<file path="src/rtl/usb_port_pkg.sv">
package usb_port_pkg;
  localparam int TEST_W = 4;
  localparam logic [TEST_W-1:0] TEST_LAST = 4'd5;

  localparam int F_OWNER   = 0;
  localparam int F_POWER   = 1;
  localparam int F_LS_LO   = 2;
  localparam int F_LS_HI   = 3;
  localparam int F_TEST_LO = 4;
  localparam int F_TEST_HI = F_TEST_LO + TEST_W - 1;
  localparam int F_WK_LO   = 8;
  localparam int N_WAKE    = 3;
  localparam int F_WK_HI   = F_WK_LO + N_WAKE - 1;
  localparam int F_CONN    = 11;
  localparam int F_ENA     = 12;
  localparam int F_USED    = 13;

  // wake event index: 0 overcurrent rise, 1 disconnect, 2 connect
  localparam logic [N_WAKE-1:0] WAKE_RISE_MASK = 3'b101;

  typedef enum logic [1:0] {
    LS_SE0   = 2'b00,
    LS_K     = 2'b01,
    LS_J     = 2'b10,
    LS_UNDEF = 2'b11
  } line_state_e;

  function automatic logic test_code_ok(input logic [TEST_W-1:0] code);
    return code <= TEST_LAST;
  endfunction

  function automatic logic ls_wants_release(input logic [1:0] ls);
    return line_state_e'(ls) == LS_K;
  endfunction

  function automatic logic ls_meaningful(input logic powered, input logic conn,
                                         input logic enabled);
    return powered && conn && !enabled;
  endfunction

  function automatic logic [1:0] ls_sample(input logic dp, input logic dm,
                                           input logic valid);
    return valid ? {dp, dm} : 2'b00;
  endfunction
endpackage

</file>
<file path="src/rtl/port_owner_ctrl.sv">
module port_owner_ctrl (
  input  logic clk,
  input  logic rst_n,
  input  logic cfg_flag,
  input  logic sw_wr,
  input  logic sw_val,
  output logic owner_q,
  output logic cfg_rise
);
  logic cfg_q;

  assign cfg_rise = cfg_flag && !cfg_q;

  always_ff @(posedge clk or negedge rst_n) begin
    if (!rst_n) begin
      cfg_q   <= 1'b0;
      owner_q <= 1'b1;
    end else begin
      cfg_q <= cfg_flag;
      if (!cfg_flag)      owner_q <= 1'b1;
      else if (cfg_rise)  owner_q <= 1'b0;
      else if (sw_wr)     owner_q <= sw_val;
    end
  end
endmodule

</file>
<file path="src/rtl/port_power_ctrl.sv">
module port_power_ctrl (
  input  logic clk,
  input  logic rst_n,
  input  logic cap,
  input  logic ovc,
  input  logic sw_wr,
  input  logic sw_val,
  output logic power_on,
  output logic ovc_trip
);
  logic pwr_q;

  assign power_on = cap ? pwr_q : 1'b1;
  assign ovc_trip = cap && pwr_q && ovc;

  always_ff @(posedge clk or negedge rst_n) begin
    if (!rst_n)            pwr_q <= 1'b0;
    else if (ovc_trip)     pwr_q <= 1'b0;
    else if (sw_wr && cap) pwr_q <= sw_val;
  end
endmodule

</file>
<file path="src/rtl/port_wake_detect.sv">
module port_wake_detect #(
  parameter int N_EV = 3,
  parameter logic [N_EV-1:0] RISE_MASK = '1
) (
  input  logic            clk,
  input  logic            rst_n,
  input  logic [N_EV-1:0] ev_lvl,
  input  logic [N_EV-1:0] ev_en,
  output logic [N_EV-1:0] ev_hit,
  output logic            wake_pulse
);
  logic [N_EV-1:0] prev_q;

  for (genvar i = 0; i < N_EV; i++) begin : g_ev
    if (RISE_MASK[i]) begin : g_rise
      assign ev_hit[i] = ev_lvl[i] && !prev_q[i];
    end else begin : g_fall
      assign ev_hit[i] = !ev_lvl[i] && prev_q[i];
    end
  end

  always_ff @(posedge clk or negedge rst_n) begin
    if (!rst_n) begin
      prev_q     <= '0;
      wake_pulse <= 1'b0;
    end else begin
      prev_q     <= ev_lvl;
      wake_pulse <= |(ev_hit & ev_en);
    end
  end
endmodule

</file>
<file path="src/rtl/usb_root_port_ctrl.sv">
module usb_root_port_ctrl
  import usb_port_pkg::*;
#(
  parameter int DATA_W = 32
) (
  input  logic              clk,
  input  logic              rst_n,
  input  logic              reg_wr_en,
  input  logic [DATA_W-1:0] reg_wdata,
  output logic [DATA_W-1:0] reg_rdata,
  input  logic              cfg_flag,
  input  logic              pwr_ctl_cap,
  input  logic              ovc_in,
  input  logic              line_dp,
  input  logic              line_dm,
  input  logic              conn_sts,
  input  logic              port_en_sts,
  output logic              pwr_switch_on,
  output logic              companion_owned,
  output logic [TEST_W-1:0] test_code,
  output logic              wake_en_oc,
  output logic              wake_en_disc,
  output logic              wake_en_conn,
  output logic              wake_request,
  output logic              route_valid,
  output logic              route_release
);
  logic              cfg_rise_w;
  logic              ovc_trip_w;
  logic [N_WAKE-1:0] wake_en_q;
  logic [N_WAKE-1:0] wake_hit_w;
  logic [TEST_W-1:0] test_q;
  logic [1:0]        ls_fld;
  logic              unused_wdata;

  assign unused_wdata = &{1'b0, reg_wdata[DATA_W-1:F_USED], reg_wdata[F_ENA:F_CONN],
                          reg_wdata[F_LS_HI:F_LS_LO]};

  port_owner_ctrl u_owner (
    .clk      (clk),
    .rst_n    (rst_n),
    .cfg_flag (cfg_flag),
    .sw_wr    (reg_wr_en),
    .sw_val   (reg_wdata[F_OWNER]),
    .owner_q  (companion_owned),
    .cfg_rise (cfg_rise_w)
  );

  port_power_ctrl u_power (
    .clk      (clk),
    .rst_n    (rst_n),
    .cap      (pwr_ctl_cap),
    .ovc      (ovc_in),
    .sw_wr    (reg_wr_en),
    .sw_val   (reg_wdata[F_POWER]),
    .power_on (pwr_switch_on),
    .ovc_trip (ovc_trip_w)
  );

  port_wake_detect #(
    .N_EV      (N_WAKE),
    .RISE_MASK (WAKE_RISE_MASK)
  ) u_wake (
    .clk        (clk),
    .rst_n      (rst_n),
    .ev_lvl     ({conn_sts, conn_sts, ovc_in}),
    .ev_en      (wake_en_q),
    .ev_hit     (wake_hit_w),
    .wake_pulse (wake_request)
  );

  always_ff @(posedge clk or negedge rst_n) begin
    if (!rst_n) begin
      test_q    <= '0;
      wake_en_q <= '0;
    end else if (reg_wr_en) begin
      wake_en_q <= reg_wdata[F_WK_HI:F_WK_LO];
      if (test_code_ok(reg_wdata[F_TEST_HI:F_TEST_LO]))
        test_q <= reg_wdata[F_TEST_HI:F_TEST_LO];
    end
  end

  assign route_valid   = ls_meaningful(pwr_switch_on, conn_sts, port_en_sts);
  assign ls_fld        = ls_sample(line_dp, line_dm, route_valid);
  assign route_release = route_valid && ls_wants_release(ls_fld);

  assign test_code    = test_q;
  assign wake_en_oc   = wake_en_q[0];
  assign wake_en_disc = wake_en_q[1];
  assign wake_en_conn = wake_en_q[2];

  always_comb begin
    reg_rdata                      = '0;
    reg_rdata[F_OWNER]             = companion_owned;
    reg_rdata[F_POWER]             = pwr_switch_on;
    reg_rdata[F_LS_HI:F_LS_LO]     = ls_fld;
    reg_rdata[F_TEST_HI:F_TEST_LO] = test_q;
    reg_rdata[F_WK_HI:F_WK_LO]     = wake_en_q;
    reg_rdata[F_CONN]              = conn_sts && pwr_switch_on;
    reg_rdata[F_ENA]               = port_en_sts && pwr_switch_on;
  end
endmodule

</file>
<file path="config.mk">
export PLATFORM = sky130hd
export DESIGN_NAME = usb_root_port_ctrl
export DESIGN_NICKNAME = d
export VERILOG_FILES = /design/src/rtl/usb_port_pkg.sv /design/src/rtl/port_owner_ctrl.sv /design/src/rtl/port_power_ctrl.sv /design/src/rtl/port_wake_detect.sv /design/src/rtl/usb_root_port_ctrl.sv
export SDC_FILE = /design/constraint.sdc
export NUM_CORES = 1
export LEC_CHECK = 0
export BUFFER_PORTS_ARGS = -buffer_cell sky130_fd_sc_hd__buf_2
export CAP_MARGIN = 20
export CORE_UTILIZATION = 36
export DETAILED_ROUTE_END_ITERATION = 6
export PLACE_DENSITY = 0.91
export SYNTH_ARGS = -nofsm -noshare
export SYNTH_HDL_FRONTEND = slang
export SYNTH_SLANG_ARGS = --single-unit
export TNS_END_PERCENT = 20
</file>
<file path="constraint.sdc">
create_clock -name clk -period 2.3 [get_ports clk]
set_input_delay 0.46 -clock clk [delete_from_list [all_inputs] [get_ports clk]]
set_output_delay 0.46 -clock clk [all_outputs]
set_load 0.03 [all_outputs]
</file>
* Word-level counts from Yosys, hierarchy flattened
Index checks and enable logic that the tools add are counted.
** Word-level totals
- Bits in registers :: 13
- Bits of input ports :: 42
- Output and inout bits :: 44
- Logic and storage cells :: 37
** Cells by class
- Order comparisons :: 1
- Equality and inequality tests :: 2
- Multiplexer cells :: 7
- Bitwise operators :: 1
- Reduce and logical (&&, ||, !) cells :: 19
** Operator list (number)
- $logic_and 1x1->1 :: 11
- $mux 1 :: 6
- $logic_not 1->1 :: 5
- $le 4x3->1 const B :: 1
- $and 3x3->3 :: 1
- $ne 3x2->1 const B :: 1
- $reduce_or 3->1 :: 1
- $eq 2x1->1 const B :: 1
- $mux 2 :: 1
- $reduce_and 2->1 :: 1
- $reduce_bool 2->1 :: 1

* Logic depth before layout (Yosys ltp)
Gate-level depths: netlist (run 1).
- Depth after elaboration :: 6
- Mapped depth :: 4
- Depth with buffers taken out :: 3

* Hierarchy
A second synthesis (run 1) with hierarchy kept.
** Unflattened totals
- Cell total of the unflattened synthesis :: 77
- Area total of the unflattened synthesis :: 808.3 um^2
** By module, submodules not included
- usb_root_port_ctrl :: instances 1, cells each 53, area each 523.0 um^2, sequential area each 175.2 um^2
- port_wake_detect :: instances 1, cells each 10, area each 147.6 um^2, sequential area each 100.1 um^2
- port_owner_ctrl :: instances 1, cells each 6, area each 76.3 um^2, sequential area each 51.3 um^2
- port_power_ctrl :: instances 1, cells each 8, area each 61.3 um^2, sequential area each 25.0 um^2

* Worst setup path before layout (run 1)
Ideal clock, no wire load.
- Path kind :: input -> output
- Start :: input pwr_ctl_cap
- End :: output route_release
- Arrival :: 1.212 ns
- Required time :: 1.840 ns
- Path slack :: 0.628 ns
- Stages on the path :: 3
- Buffers on the path :: 0
- Cells stage by stage :: nand2b_4 and3b_4 and3b_1
** Between the ends
- Word-level cells in the longest chain between the ends :: 6
** Ends and longest elaborated chain
- start: declaration :: RTL line usb_root_port_ctrl.sv:12 : input logic pwr_ctl_cap,
- $mux 1 * :: RTL line port_power_ctrl.sv:13 : assign power_on = cap ? pwr_q : 1'b1;
- $logic_and 1x1->1 * (2 in series) :: RTL line usb_port_pkg.sv:38 : return powered && conn && !enabled;
- named net route_valid :: RTL line usb_root_port_ctrl.sv:25 : output logic route_valid,
- $mux 2 :: RTL line usb_port_pkg.sv:43 : return valid ? {dp, dm} : 2'b00;
- $eq 2x1->1 :: RTL line usb_port_pkg.sv:33 : return line_state_e'(ls) == LS_K;
- $logic_and 1x1->1 * :: RTL line usb_root_port_ctrl.sv:85 : assign route_release = route_valid && ls_wants_release(ls_fld);
- end: declaration :: RTL line usb_root_port_ctrl.sv:26 : output logic route_release
Mark *: on every way through the listed nets, which the timed path passes. The rest lies on a longest branch.

* Worst setup path in the final report (run 1)
- Start :: register u_power.pwr_q
- End :: output route_release
** Between the ends
- Word-level cells in the longest chain between the ends :: 6
** Ends and longest elaborated chain
- start: declaration :: RTL line port_power_ctrl.sv:11 : logic pwr_q;
- start signal: assignment :: RTL line port_power_ctrl.sv:19 : else if (sw_wr && cap) pwr_q <= sw_val;
- $mux 1 * :: RTL line port_power_ctrl.sv:13
- $logic_and 1x1->1 * (2 in series) :: RTL line usb_port_pkg.sv:38
- $mux 2 :: RTL line usb_port_pkg.sv:43
- $eq 2x1->1 :: RTL line usb_port_pkg.sv:33
- $logic_and 1x1->1 * :: RTL line usb_root_port_ctrl.sv:85
Mark *: on every way between the ends. The rest lies on a longest branch, timed or not.

==> impl_metrics.ini, run 1 <==
[run_status]
outcome = finished, final reports clean

[critical_path]
rrSetupSlack_ns = 1.49
cp_cell_sequence = nand2b_4 > and3b_4 > and3b_1 > buf_2
crit_path_max_fanout = 5
endpoint_kind = primary output
cp_data_arrival_time_ns = 1.35
slowest_delay_ns = 0.39
path_class = flip-flop to primary output
critPathBufInv = 1
path_delay_family = simple AND/OR/NAND/NOR gates
crit_path_start_kind = flip-flop
critPathSlowestCell = dfrtp_1
crit_required_ns = 1.84

[routing]
post_drt_wl_per_cell_um = 9.838
route.detailed.drc = 0
postRouteAntennaNets = 0
routed_wirelength_mm = 1.338
vias_per_cell = 4.169
vias = 567
drt_iter0_drc = 3
drtPass1Iterations = 3

[floorplanning]
die_w_um = 48.91
top_level_ports = 86
core_region_area_mm2 = 0.002022
die_area_mm2 = 0.002392
num_rows = 16
die_h_um = 48.91
initial_utilization_pct = 39.17

[synthesis]
ys_seq_area_share_pct = 41.23
syn_inst = 73
synth_cell_types = 22
synth-seq-cells = 13
synthTopCellsByArea = dfrtp_1, buf_4, mux2_2, nand2b_4, dfstp_2
yosysTopAreaCell = dfrtp_1
netlist.area_leader.share_pct = 37.91
syn_area_um2 = 792.0
yosys_warnings = 0
synth.most_common_cell = buf_4
synth_flop_cell = dfrtp_1
synth_edf_count = 0
async_flop_share_pct = 100.0
avgSynthCellArea_um2 = 10.85
synthTopCellsByCount = buf_4, dfrtp_1, and2_1, mux2_2

[grt]
globalRouteOverflowTotal = 0
grt_use_met3_pct = 5.919
grt_start_max_net_pins = 14
grt-busiest-layer = met2
gr-usage-met2_pct = 22.22
antenna_found_initial = 0
grt_usage_pct = 12.67
grt_pass1_vias = 519
grtUsageMet1_pct = 13.57
grt_pass1_wl_mm = 2.263

[power]
p_int_uw = 389.3
p_switching_uw = 258.6
switching_share_pct = 39.91
ir_drop_v = 0.0003953
p_leak_uw = 0.0005128
p_per_area_mw_per_mm2 = 709.4
total_power_uw = 647.9
combPwrFrac_pct = 37.7
pwr-share-clk_pct = 21.0
sequentialPowerShare_pct = 41.3

[timing]
finClkSkew_ns = 0.004737
setup_viol = 0
period_share_pct = 78.80
final_max_slew_viol_count = 0
rsz0062_at_grt = false
fin_crit_ns = 1.812
hold_violations = 0
setup_tns_ns = 0
fmax_ghz = 0.5518

[finish]
post-route-cell-area_um2 = 913.4
syn2layout_area_growth_pct = 15.32
drive_gt1_share_pct = 52.29
fillerInstances = 207
final_cells = 136
final_nets = 152
antenna_cells = 0

[cts]
cts_tree = yes
cts_hold_buf = 0
post-cts-setup-buffer-count = 0
numCtsBuffers = 3
cts_root_buf = clkbuf_4
htree_levels = 1
ctsResizeCount = 0
cts_buffer_depth = 2
insertion_delay_ns = 0.27
cts.sinks = 13
clkTransAtPathRegs_ns = 0.08

[place]
placed_cells = 132
dp_hpwl_mm = 1.096
place_congestion = 0.6601
place_area_um2 = 887.1
io_buffers = 43

[min_path]
hold_path.class = input port to asynchronous set/reset pin

[run]
max_cap_viol_count = 0
## final cells by class
class                      instances  area, µm²  area share (%)
tap                               27      33.78           3.699
timing repair buffer              43      215.2           23.56
inverter                           2      7.507          0.8219
clock buffer                       4      26.28           2.877
multi-input combinational         47      304.0           33.29
sequential                        13      326.6           35.75
## layout by cell type (no fill, tap or decap), types with 2 or more instances in the layout
master / netlist / layout
dfrtp_1: 12 / 12
a21oi_1: 2 / 2
inv_1: 2 / 2
nand3b_1: 2 / 2
and2_1: 4 / 4
conb_1: 1 / 19
buf_2: 0 / 43
nor2_1: 2 / 2
clkbuf_4: 0 / 3
o22a_2: 2 / 2
nand2b_4: 2 / 2
nand2_1: 2 / 2
mux2_2: 3 / 3
o21ai_0: 2 / 2
## kinds of logic after synthesis
logic type,share of synthesized area [%]
AND/OR/NAND/NOR,13.90
other,0.4735
multiplexers,7.424
buffers and inverters,28.91
AO/OA/AOI/OAI,8.058
flip-flops,41.23
## worst paths after layout
kind,from,end,depth (start not counted)
setup reg to reg,u_owner.owner_q,u_owner.owner_q,2
max in group asynchronous,rst_n,u_owner.owner_q,1
hold / removal,rst_n,wake_en_q[1],1
setup / recovery,u_power.pwr_q,route_release,4
hold reg to reg,u_owner.cfg_q,u_owner.owner_q,2
min in group clk,cfg_flag,u_owner.cfg_q,1
## stage by stage
| stage | hold slack (ns) | util [%] | setup WS, ns |
|---|---|---|---|
| floorplan | 0.1644 | - | 0.6283 |
| global placement | 0.3551 | 43.87 | 0.6536 |
| detailed placement | 0.3624 | 43.87 | 0.6333 |
| CTS | 0.06365 | 45.17 | 0.4767 |
| global route | 0.06133 | 45.17 | 0.4193 |
| finish | 0.05895 | 45.17 | 0.4876 |
## power groups by stage
| stage | logic (µW) | registers [µW] | clock network, µW |
|---|---|---|---|
| after floorplan | 189 | 306 | 0 |
| after CTS | 246 | 267 | 143 |
| after detailed placement | 245 | 272 | 0 |
| after global placement | 241 | 270 | 0 |
| after global routing | 259 | 271 | 160 |
| final | 244 | 268 | 136 |
## state kept, by name (all words and copies together), names as in the netlist
signal and cells:
u_owner.owner_q 1, wake_en_q 3, u_wake.wake_pulse 1, u_wake.prev_q 2
u_power.pwr_q 1, u_owner.cfg_q 1, test_code 4
## routing by layer
metal	routed length, µm	vias to the layer above	share of wire, %
met5	0	-	0
met4	4	0	0.30
met3	134	2	10
met2	684	41	51
met1	514	263	38
li1	-	261	-
(Power assumes the default switching activity.)
==> inputs of run 2 (changes only) <==
- ABC_AREA: not set -> 1
- CORE_UTILIZATION: 36 -> 34
- PLACE_DENSITY: 0.91 -> 0.87
- clock period: 2.3 -> 1.7 ns (I/O delays scaled with it)
==> impl_metrics.ini, run 2 <==
[min_path]
hold_path.class = input port to flip-flop

[grt]
grt_pass1_wl_mm = 2.180
antenna_found_initial = 0
globalRouteOverflowTotal = 0
grt_usage_pct = 11.22
grt_pass1_vias = 567
grt_start_max_net_pins = 14

[synthesis]
ys_seq_area_share_pct = 41.17
synth_cell_types = 18
syn_inst = 94
synth.most_common_cell = buf_4
synth_edf_count = 0
avgSynthCellArea_um2 = 8.439
syn_area_um2 = 793.3
synthTopCellsByArea = dfrtp_1, buf_4, nand2_1, inv_1, nor2_1
async_flop_share_pct = 100.0
yosysTopAreaCell = dfrtp_1
yosys_warnings = 0
synth_flop_cell = dfrtp_1
synthTopCellsByCount = buf_4, nand2_1, dfrtp_1, inv_1, nor2_1
synth-seq-cells = 13
netlist.area_leader.share_pct = 37.85

[floorplanning]
die_area_mm2 = 0.002530
die_w_um = 50.30
top_level_ports = 86
num_rows = 17
initial_utilization_pct = 35.86
core_region_area_mm2 = 0.002212
die_h_um = 50.30

[critical_path]
crit_path_max_fanout = 5
crit_required_ns = 1.36
endpoint_kind = primary output
crit_path_start_kind = flip-flop
cp_data_arrival_time_ns = 1.19
path_class = flip-flop to primary output
rrSetupSlack_ns = 0.89

[finish]
drive_gt1_share_pct = 39.69
final_util_pct = 41.86
mostFrequentLayoutCells = buf_2, conb_1, nand2_1
antenna_cells = 0
final_cells = 159
final_nets = 174
layout_commonest_cell = buf_2
syn2layout_area_growth_pct = 16.72
seq_area_um2 = 326.6
fillerInstances = 226
multi_input_area_um2 = 279.0
largest_register_ffs = 4

[timing]
fin_crit_ns = 1.530
period_share_pct = 90.02
rsz0062_at_grt = false
finClkSkew_ns = 0.001982
setup_viol = 0
fmax_ghz = 0.6534
setup_tns_ns = 0
fin_hold_ws_ns = 0.1819
final_max_slew_viol_count = 0
hold_violations = 0

[routing]
vias = 656
vias_per_cell = 4.126
drtPass1Iterations = 6
routed_wirelength_mm = 1.427
drt_iter0_drc = 11
postRouteAntennaNets = 0
post_drt_wl_per_cell_um = 8.975
route.detailed.drc = 0

[cts]
cts_root_buf = clkbuf_4
cts.sinks = 13
numCtsBuffers = 3
post-cts-setup-buffer-count = 0
clkTransAtPathRegs_ns = 0.07
insertion_delay_ns = 0.27
htree_levels = 1
cts_tree = yes
cts_buffer_depth = 2

[power]
ir_drop_v = 0.0003655
p_leak_uw = 0.0005844
p_int_uw = 506.2
p_per_area_mw_per_mm2 = 930.2
p_switching_uw = 355.0
switching_share_pct = 41.22
total_power_uw = 861.2
sequentialPowerShare_pct = 41.7
pwr-share-clk_pct = 21.4
combPwrFrac_pct = 36.9

[place]
dp_hpwl_mm = 1.138
placed_cells = 154
place_congestion = 0.7026
io_buffers = 43

[run_status]
outcome = finished, final reports clean

[run]
max_cap_viol_count = 0
==> run 2: cell count changes in the layout (fill, tap and decap cells not counted), moves of 2 or more <==
cell	delta
a21oi_1	-2
and2_1	-3
inv_1	+6
mux2_2	-3
nand2_1	+16
nand2_2	+2
nand2b_4	-2
nand3_1	+4
nand4_1	+4
nor2_1	+6
o22a_2	-2
==> run 2: timing repair <==
| action | 4_1_cts | 5_1_grt |
|---|---|---|
| hold endpoints to repair | 12 | 0 |
| hold buffers | 1 | 0 |
| gates resized for setup | 0 | 0 |
| setup endpoints to repair | 0 | 0 |
==> run 2: cell type report <==
type                       instances  area share [%]
tap                               28           3.784
inverter                           9           3.649
sequential                        13           35.27
multi-input combinational         61           30.14
clock buffer                       4           2.838
timing repair buffer              44           24.32
==> run 2: power by group through the flow <==
stage | sequential (µW) | combinational [µW] | clock (µW)
3_5_place_dp | 365 | 317 | 0
2_1_floorplan | 407 | 248 | 0
5_1_grt | 363 | 341 | 199
4_1_cts | 359 | 319 | 190
3_3_place_gp | 364 | 314 | 0
6_report | 359 | 318 | 184
==> run 2: per-stage QoR <==
stage | worst slack [ns] | cell area [µm²]
4_1_cts | 0.1624 | 925.9
5_1_grt | 0.03741 | 925.9
2_1_floorplan | 0.2442 | 860.8
3_3_place_gp | 0.3816 | 889.6
6_report | 0.1696 | 925.9
3_5_place_dp | 0.3782 | 889.6
==> run 2: path summary, 6_finish.rpt <==
path | from | end | cells after the start
setup / recovery | u_power.pwr_q | route_release | 5
hold / removal | cfg_flag | u_owner.cfg_q | 1
setup reg to reg | u_owner.owner_q | u_owner.owner_q | 2
hold reg to reg | u_owner.cfg_q | u_owner.owner_q | 2
max in group asynchronous | rst_n | u_owner.owner_q | 2
min in group asynchronous | rst_n | u_wake.wake_pulse | 2
==> run 2: critical path, cell delays in order (launching register included) <==
cell,delay [ns]
dfrtp_1,0.36
inv_1,0.07
nand2_2,0.09
nand4_1,0.11
nor2_1,0.09
buf_2,0.20
==> run 2: cell families (layout without fill, tap and decap cells) <==
| logic type | after synthesis | after routing | synth area share, % |
|---|---|---|---|
| buffers and inverters | 38 | 57 | 32.18 |
| other | 1 | 19 | 0.4727 |
| DFF | 13 | 13 | 41.17 |
| AOI/OAI and AO/OA | 2 | 2 | 1.261 |
| and+or+nand+nor | 40 | 40 | 24.92 |
==> run 2: metal layers <==
layer  GRT usage (%)  vias up  routed length, µm
met4           5.556        0                 19
met2           19.78       44                662
met5               0        -                  0
met1           12.64      294                580
li1                -      316                  -
met3           2.424        2                164
